<file path="config.mk">
export PLATFORM = sky130hd
export DESIGN_NAME = lpf_shift_iir
export DESIGN_NICKNAME = d
export VERILOG_FILES = /design/src/rtl/lpf_shift_pkg.sv /design/src/rtl/lpf_shift_ctrl.sv /design/src/rtl/lpf_shift_datapath.sv /design/src/rtl/lpf_shift_iir.sv
export SDC_FILE = /design/constraint.sdc
export NUM_CORES = 1
export LEC_CHECK = 0
export CAP_MARGIN = 20
export CELL_PAD_IN_SITES_DETAIL_PLACEMENT = 1
export CELL_PAD_IN_SITES_GLOBAL_PLACEMENT = 2
export CORE_ASPECT_RATIO = 0.9
export CORE_UTILIZATION = 26
export DETAILED_ROUTE_END_ITERATION = 6
export PLACE_DENSITY_LB_ADDON = 0.1
export SYNTH_ARGS = -nofsm -noshare
export SYNTH_HDL_FRONTEND = slang
export SYNTH_SLANG_ARGS = --single-unit
</file>
<file path="constraint.sdc">
create_clock -name clk -period 4 [get_ports clk]
set_clock_uncertainty 0.05 [all_clocks]
set_input_delay 0.8 -clock clk [delete_from_list [all_inputs] [get_ports clk]]
set_output_delay 0.8 -clock clk [all_outputs]
set_load 0.03 [all_outputs]
</file>
<file path="src/rtl/lpf_shift_pkg.sv">
package lpf_shift_pkg;

  // Strobes from the control module to the datapath.
  typedef struct packed {
    logic clear;   // force the state to zero
    logic load;    // apply one recursion step
  } lpfCtrl_t;

endpackage

</file>
<file path="src/rtl/lpf_shift_ctrl.sv">
module lpf_shift_ctrl
  import lpf_shift_pkg::*;
(
  input  logic     clk,
  input  logic     rst,
  input  logic     clrIn,
  input  logic     sampleValid,
  output lpfCtrl_t ctrl,
  output logic     filtValid
);

  // A clear outranks a sample arriving at the same edge.
  always_comb begin
    ctrl.clear = clrIn;
    ctrl.load  = sampleValid && !clrIn;
  end

  always_ff @(posedge clk) begin
    if (rst) filtValid <= 1'b0;
    else     filtValid <= ctrl.load;
  end

endmodule

</file>
<file path="src/rtl/lpf_shift_datapath.sv">
module lpf_shift_datapath
  import lpf_shift_pkg::*;
#(
  parameter int DATA_W = 12,
  parameter int SHIFT  = 4
) (
  input  logic                       clk,
  input  logic                       rst,
  input  lpfCtrl_t                   ctrl,
  input  logic [DATA_W-1:0]          sampleIn,
  output logic [DATA_W+SHIFT-1:0]    filtState,
  output logic [DATA_W-1:0]          filtOut
);

  localparam int STATE_W = DATA_W + SHIFT;
  localparam int SUM_W   = STATE_W + 1;   // one guard bit
  localparam logic [SUM_W-1:0] HALF_LSB = {{(SUM_W-1){1'b0}}, 1'b1} << (SHIFT-1);
  localparam logic [DATA_W-1:0] OUT_MAX = {1'b0, {(DATA_W-1){1'b1}}};

  logic        [STATE_W-1:0] stateQ;
  logic signed [SUM_W-1:0]   stateExt;
  logic signed [SUM_W-1:0]   inScaled;
  logic signed [SUM_W-1:0]   gap;
  logic signed [SUM_W-1:0]   step;
  logic signed [SUM_W-1:0]   nextSum;
  logic signed [SUM_W-1:0]   roundSum;
  logic        [DATA_W:0]    roundQ;
  logic                      overTop;

  // Align the input with the state: sign-extend by one, append SHIFT zeros.
  always_comb begin
    stateExt = $signed({stateQ[STATE_W-1], stateQ});
    inScaled = $signed({sampleIn[DATA_W-1], sampleIn, {SHIFT{1'b0}}});
    gap      = inScaled - stateExt;
    step     = gap >>> SHIFT;
    nextSum  = stateExt + step;
  end

  always_ff @(posedge clk) begin
    if (rst || ctrl.clear) stateQ <= '0;
    else if (ctrl.load)    stateQ <= nextSum[STATE_W-1:0];
  end

  // Half-up rounding of the top bits, limited at the positive extreme.
  always_comb begin
    roundSum = stateExt + $signed(HALF_LSB);
    roundQ   = roundSum[SUM_W-1:SHIFT];
    overTop  = !roundQ[DATA_W] && roundQ[DATA_W-1];
    filtOut  = overTop ? OUT_MAX : roundQ[DATA_W-1:0];
  end

  assign filtState = stateQ;

endmodule

</file>
<file path="src/rtl/lpf_shift_iir.sv">
module lpf_shift_iir
  import lpf_shift_pkg::*;
#(
  parameter int DATA_W = 12,
  parameter int SHIFT  = 4
) (
  input  logic                    clk,
  input  logic                    rst,
  input  logic                    clrIn,
  input  logic                    sampleValid,
  input  logic [DATA_W-1:0]       sampleIn,
  output logic                    filtValid,
  output logic [DATA_W+SHIFT-1:0] filtState,
  output logic [DATA_W-1:0]       filtOut
);

  lpfCtrl_t ctrl;

  lpf_shift_ctrl uCtrl (
    .clk         (clk),
    .rst         (rst),
    .clrIn       (clrIn),
    .sampleValid (sampleValid),
    .ctrl        (ctrl),
    .filtValid   (filtValid)
  );

  lpf_shift_datapath #(.DATA_W(DATA_W), .SHIFT(SHIFT)) uPath (
    .clk       (clk),
    .rst       (rst),
    .ctrl      (ctrl),
    .sampleIn  (sampleIn),
    .filtState (filtState),
    .filtOut   (filtOut)
  );

endmodule

</file>
== Word level (Yosys, flattened, before mapping) ==
Cells that the tools add are included.
Storage, ports and cells
  register bits after elaboration: 17
  output and inout bits: 29
  logic and storage cells: 11
Cells by class
  add/subtract/negate cells: 3
  multiplexer cells: 1
  reduce and logical (&&, ||, !) cells: 5
Operator list (number)
  adder 16 x 5 -> 17 bit, second input constant: 1
  subtractor 16 x 16 -> 17 bit: 1
  adder 16 x 13 -> 16 bit: 1
  two-way mux 12 bit: 1
  logical AND 1 bit: 2
  zero test 1 bit: 2
  logical OR 1 bit: 1

== Depth between registers and ports, before layout ==
  depth after elaboration: 4
  gate-level depth with buffers: 19

== Cells and area by module ==
From an unflattened synthesis, not the netlist that was laid out.
Unflattened totals
  cell total of the unflattened synthesis: 257
  area, all modules: 2001.9 µm²
Modules (own cells, without submodules)
  lpf_shift_datapath: times used 1, cells each 253, area each 1955.6 µm², seq. area each 320.3 µm²
  lpf_shift_ctrl: times used 1, cells each 4, area each 46.3 µm², seq. area each 20.0 µm²

== Worst setup path after synthesis ==
OpenSTA, ideal clock, no wires.
  path kind: input port to flip-flop
  from: input sampleIn[1]
  to: register uPath.stateQ[15] (netlist: uPath.filtState[15])
  library setup time: 0.070 ns
  arrival time: 4.025 ns
  required time: 3.880 ns
  slack: -0.145 ns
  cell stages on the path: 17
  path buffers: 0
  cells stage by stage: ha_1 -> a21o_1 -> a311oi_1 -> o31ai_4 -> o41ai_2 -> nor2b_1 -> o21a_1 -> nor2_1 -> xnor2_1 -> ha_1 -> and3_1 -> nand3_1 -> a21oi_1 -> nor3_1 -> xor2_1 -> or3_1 -> a21oi_1
Between the ends
  word-level cells in the longest chain between the ends: 2
RTL lines
  start: declaration: RTL line lpf_shift_iir.sv:11  | input logic [DATA_W-1:0] sampleIn,
  subtractor 16 x 16 -> 17 bit: RTL line lpf_shift_datapath.sv:34  | gap = inScaled - stateExt;
  adder 16 x 13 -> 16 bit: RTL line lpf_shift_datapath.sv:36  | nextSum = stateExt + step;
  end signal: assignment: RTL line lpf_shift_datapath.sv:41  | else if (ctrl.load) stateQ <= nextSum[STATE_W-1:0];
  end: declaration: RTL line lpf_shift_datapath.sv:20  | logic [STATE_W-1:0] stateQ;
Every way passes these cells.
A chain may end at the register's enable or synchronous reset.

== Worst setup path after layout ==
  from: input sampleIn[6]
  to: register uPath.stateQ[15] (netlist: uPath.filtState[15])
Same word-level chain as after synthesis.

==> metrics.cfg <==
[outcome]
status=completed

[die]
ios=45
die_area_sq_um=8040
core_sq_um=7260
start_util_pct=27.5
die_y_um=85.1
die_width_um=94.4
rows=29

[critical_path]
worst_path_max_delay_cell=clkdlybuf4s50_1
slowest_delay_ns=0.46
crit_path_start_kind=input pin
path_max_fanout=4
path_buf_inv=3
r2r-end=uPath.filtState[15]
cp.arrival_ns=4.06
worstSetupPathType=in -> reg
reg2reg_slack_ns=0.29
rr_worst_depth=16
worstPathCellList=clkdlybuf4s50_1 -> ha_4 -> nand3_1 -> o31ai_4 -> o41ai_2 -> buf_4 -> a221o_1 -> buf_4 -> ha_2 -> nand3_2 -> a21oi_2 -> nor3_2 -> xor2_1 -> or3_1 -> a21oi_2
timing.rr.start=uPath.filtState[3]
crit_family=compound AO/OA/AOI/OAI gates
crit_required_ns=4.14
endpoint_kind=flop

[pwr]
ir_drop_mv=0.150
cellLeakagePower_nw=1.39
power.density_nw_per_um2=342

[yosys]
synth.area.top_cells=ha_1 (18%), dfxtp_1 (17%), xnor2_1 (8.8%), nor2_1 (6.2%), a21oi_1 (4.3%)
synth_ff_type=dfxtp_1
synthArstFlopShare_pct=0
yosysWarnings=0
yosysTopAreaCellShare_pct=17.5
synthCells=263
synth.distinct_cells=38
synth.avg_cell_area_sq_um=7.59
yosysTopAreaCell=ha_1
synth_nets=308
synth_commonest_cells=nor2_1 (33), ha_1 (28), nand2_1 (20), xnor2_1 (20)
synth_area_sq_um=2000
synth-seq-cells=17
post-synth-top-count-cell=nor2_1
synth_edf_count=0
yosysSeqAreaShare_pct=17.0

[sta]
slew_headroom_pct=65.2
worst_slack_ns=0.0830
drv_slew=0
fin_crit_sh_pct=97.9
clock.fmax_mhz=255
setup_viol=0
rsz0062_at_grt=yes
period_minus_slack_ns=3.92
hold_violations=0
worst_pin_slew_ns=0.520

[clocking]
htreeDepth=1
clkLatencyLatePin_ns=0.26
hold_buffers=0
numClockSinks=17
cts_root_buf=clkbuf_8
path_clk_slew_ns=0.08
tritoncts=done
cts_buffer_depth=2
cts-buffers-inserted=3

[finish]
drive_above_1_share_pct=27.5
final_nets=410
areaGrowthSynthToFinish_pct=59.9
fill_cells=893
antenna_cells=0
final_util_pct=44.0

[min_path]
worstHoldStart=uPath.filtState[2]
whs_path_depth=2
hold_class=reg -> reg
min_to=uPath.filtState[2]

[place]
hpwl_um=5610
port_buffers=44
post-place-ws_ns=-0.505
gp_congestion=0.778

[drt]
first_pass_iters=4
drcViolationCount=0
wl_um=7120
antenna_left=0
wire_per_inst_um=15.6
vias=2248
drt_iter0_drc=72
vias_per_cell=4.92

[grt]
grt_pass1_wl_um=11500
overflow=0
grt_start_max_net_pins=19
grt_usage_pct=18.3
grt_pass1_vias=2332
antenna_found_initial=0

[job]
maxCapViolations=0

-- metrics by stage --
step | cell area [sq um] | hold WS (ns) | setup TNS (ns) | power [mW] | cells
finish | 3190 | 0.528 | 0 | 1.09 | 457
global placement | 2960 | 0.494 | -2.46 | 0.894 | 449
detailed placement | 2960 | 0.507 | -2.77 | 0.906 | 449
CTS | 3080 | 0.522 | 0 | 1.07 | 455
floorplan | 2020 | 0.592 | 0 | 0.616 | 263
global route | 3190 | 0.589 | -0.108 | 1.18 | 457
-- cell type report --
| cell class | instances | area, sq um | area share (%) |
|---|---|---|---|
| clock buffers | 4 | 45.0 | 1.41 |
| inverters | 17 | 63.8 | 2.00 |
| multi-input cells | 224 | 1760 | 55.1 |
| well taps | 93 | 116 | 3.64 |
| flip-flops and latches | 17 | 340 | 10.7 |
| repair buffers | 102 | 870 | 27.2 |
-- cells in the final DEF (no fill, tap or decap), drive strengths merged, types with 2 or more instances in the layout --
master         synthesis  final
xor2                   6      6
xnor2                 20     20
nand2b                 5      5
nor3                  14     14
and3                   3      3
inv                   17     17
o21bai                 2      2
mux2i                  8      8
buf                    0     58
a21oi                 17     17
clkbuf                 5      7
or2                    2      2
clkdlybuf4s50          0     38
nand3                 13     13
o211ai                 3      3
a31oi                  5      5
dfxtp                 17     17
o21a                   6      6
a21o                   5      5
ha                    28     28
o21ai                 10     10
dlymetal6s2s           0      2
nor2b                  3      3
a211o                  3      3
o31ai                  5      5
or3                    2      2
nor2                  33     33
nand2                 20     20
-- state kept, by name, summed over array words and instances (netlist names) --
| register | flops |
|---|---|
| uPath.filtState | 16 |
| uCtrl.filtValid | 1 |
-- what timing repair did --
action | in CTS | in global routing
gates resized for setup | 19 | 28
endpoints found under the setup margin | 6 | 17
pin swaps | 19 | 24
hold endpoints to repair | 0 | 0
setup buffers | 2 | 2
-- worst reg2reg max path, stage by stage, from the launching register on --
cell	delay (ns)
dfxtp_1	0.37
buf_4	0.18
nor4_4	0.37
a311oi_2	0.14
buf_4	0.16
o31ai_4	0.25
o41ai_2	0.12
buf_4	0.15
a221o_1	0.41
buf_4	0.19
ha_2	0.38
nand3_2	0.08
a21oi_2	0.12
nor3_2	0.05
xor2_1	0.14
or3_1	0.35
a21oi_2	0.14
-- cell families (layout without fill, tap and decap cells) --
group                    count (synthesis)  count (layout)  share of synthesized area, %
adder cells (fa/ha/maj)                 29              29                          18.5
multiplexers                             8               8                          4.01
AND/OR/NAND/NOR                         98              98                          23.1
flip-flops                              17              17                          17.0
buffers and inverters                   22             123                          4.14
AO/OA/AOI/OAI                           63              63                          21.7
XOR/XNOR                                26              26                          11.4
-- layer usage --
| layer | routed length [um] | part of all wire [%] | up-vias | track usage (%) |
|---|---|---|---|---|
| li1 | - | - | 1145 | - |
| met1 | 3740 | 52 | 1061 | 26.9 |
| met2 | 3200 | 45 | 36 | 29.4 |
| met3 | 141 | 2.0 | 6 | 1.08 |
| met4 | 42 | 0.59 | 0 | 3.08 |
| met5 | 0 | 0 | - | 0 |
-- worst max path at each step --
stage	start	to	slack (ns)	cells after the start
2_1_floorplan	sampleIn[2]	uPath.filtState[15]	0.02	17
3_3_place_gp	sampleIn[1]	uPath.filtState[15]	-0.46	19
3_5_place_dp	sampleIn[1]	uPath.filtState[15]	-0.51	19
4_1_cts	uPath.filtState[8]	filtOut[0]	0.006	9
5_1_grt	sampleIn[2]	uPath.filtState[15]	-0.10	19
6_report	sampleIn[6]	uPath.filtState[15]	0.08	15
-- report_power, final --
| part | switching [mW] | total, mW | internal [mW] |
|---|---|---|---|
| Combinational | 0.374 | 0.746 | 0.371 |
| Clock | 0.0679 | 0.139 | 0.0708 |
| Sequential | 0.0238 | 0.208 | 0.184 |
| Total | 0.466 | 1.09 | 0.627 |
Power figures use the tool's default switching activity.
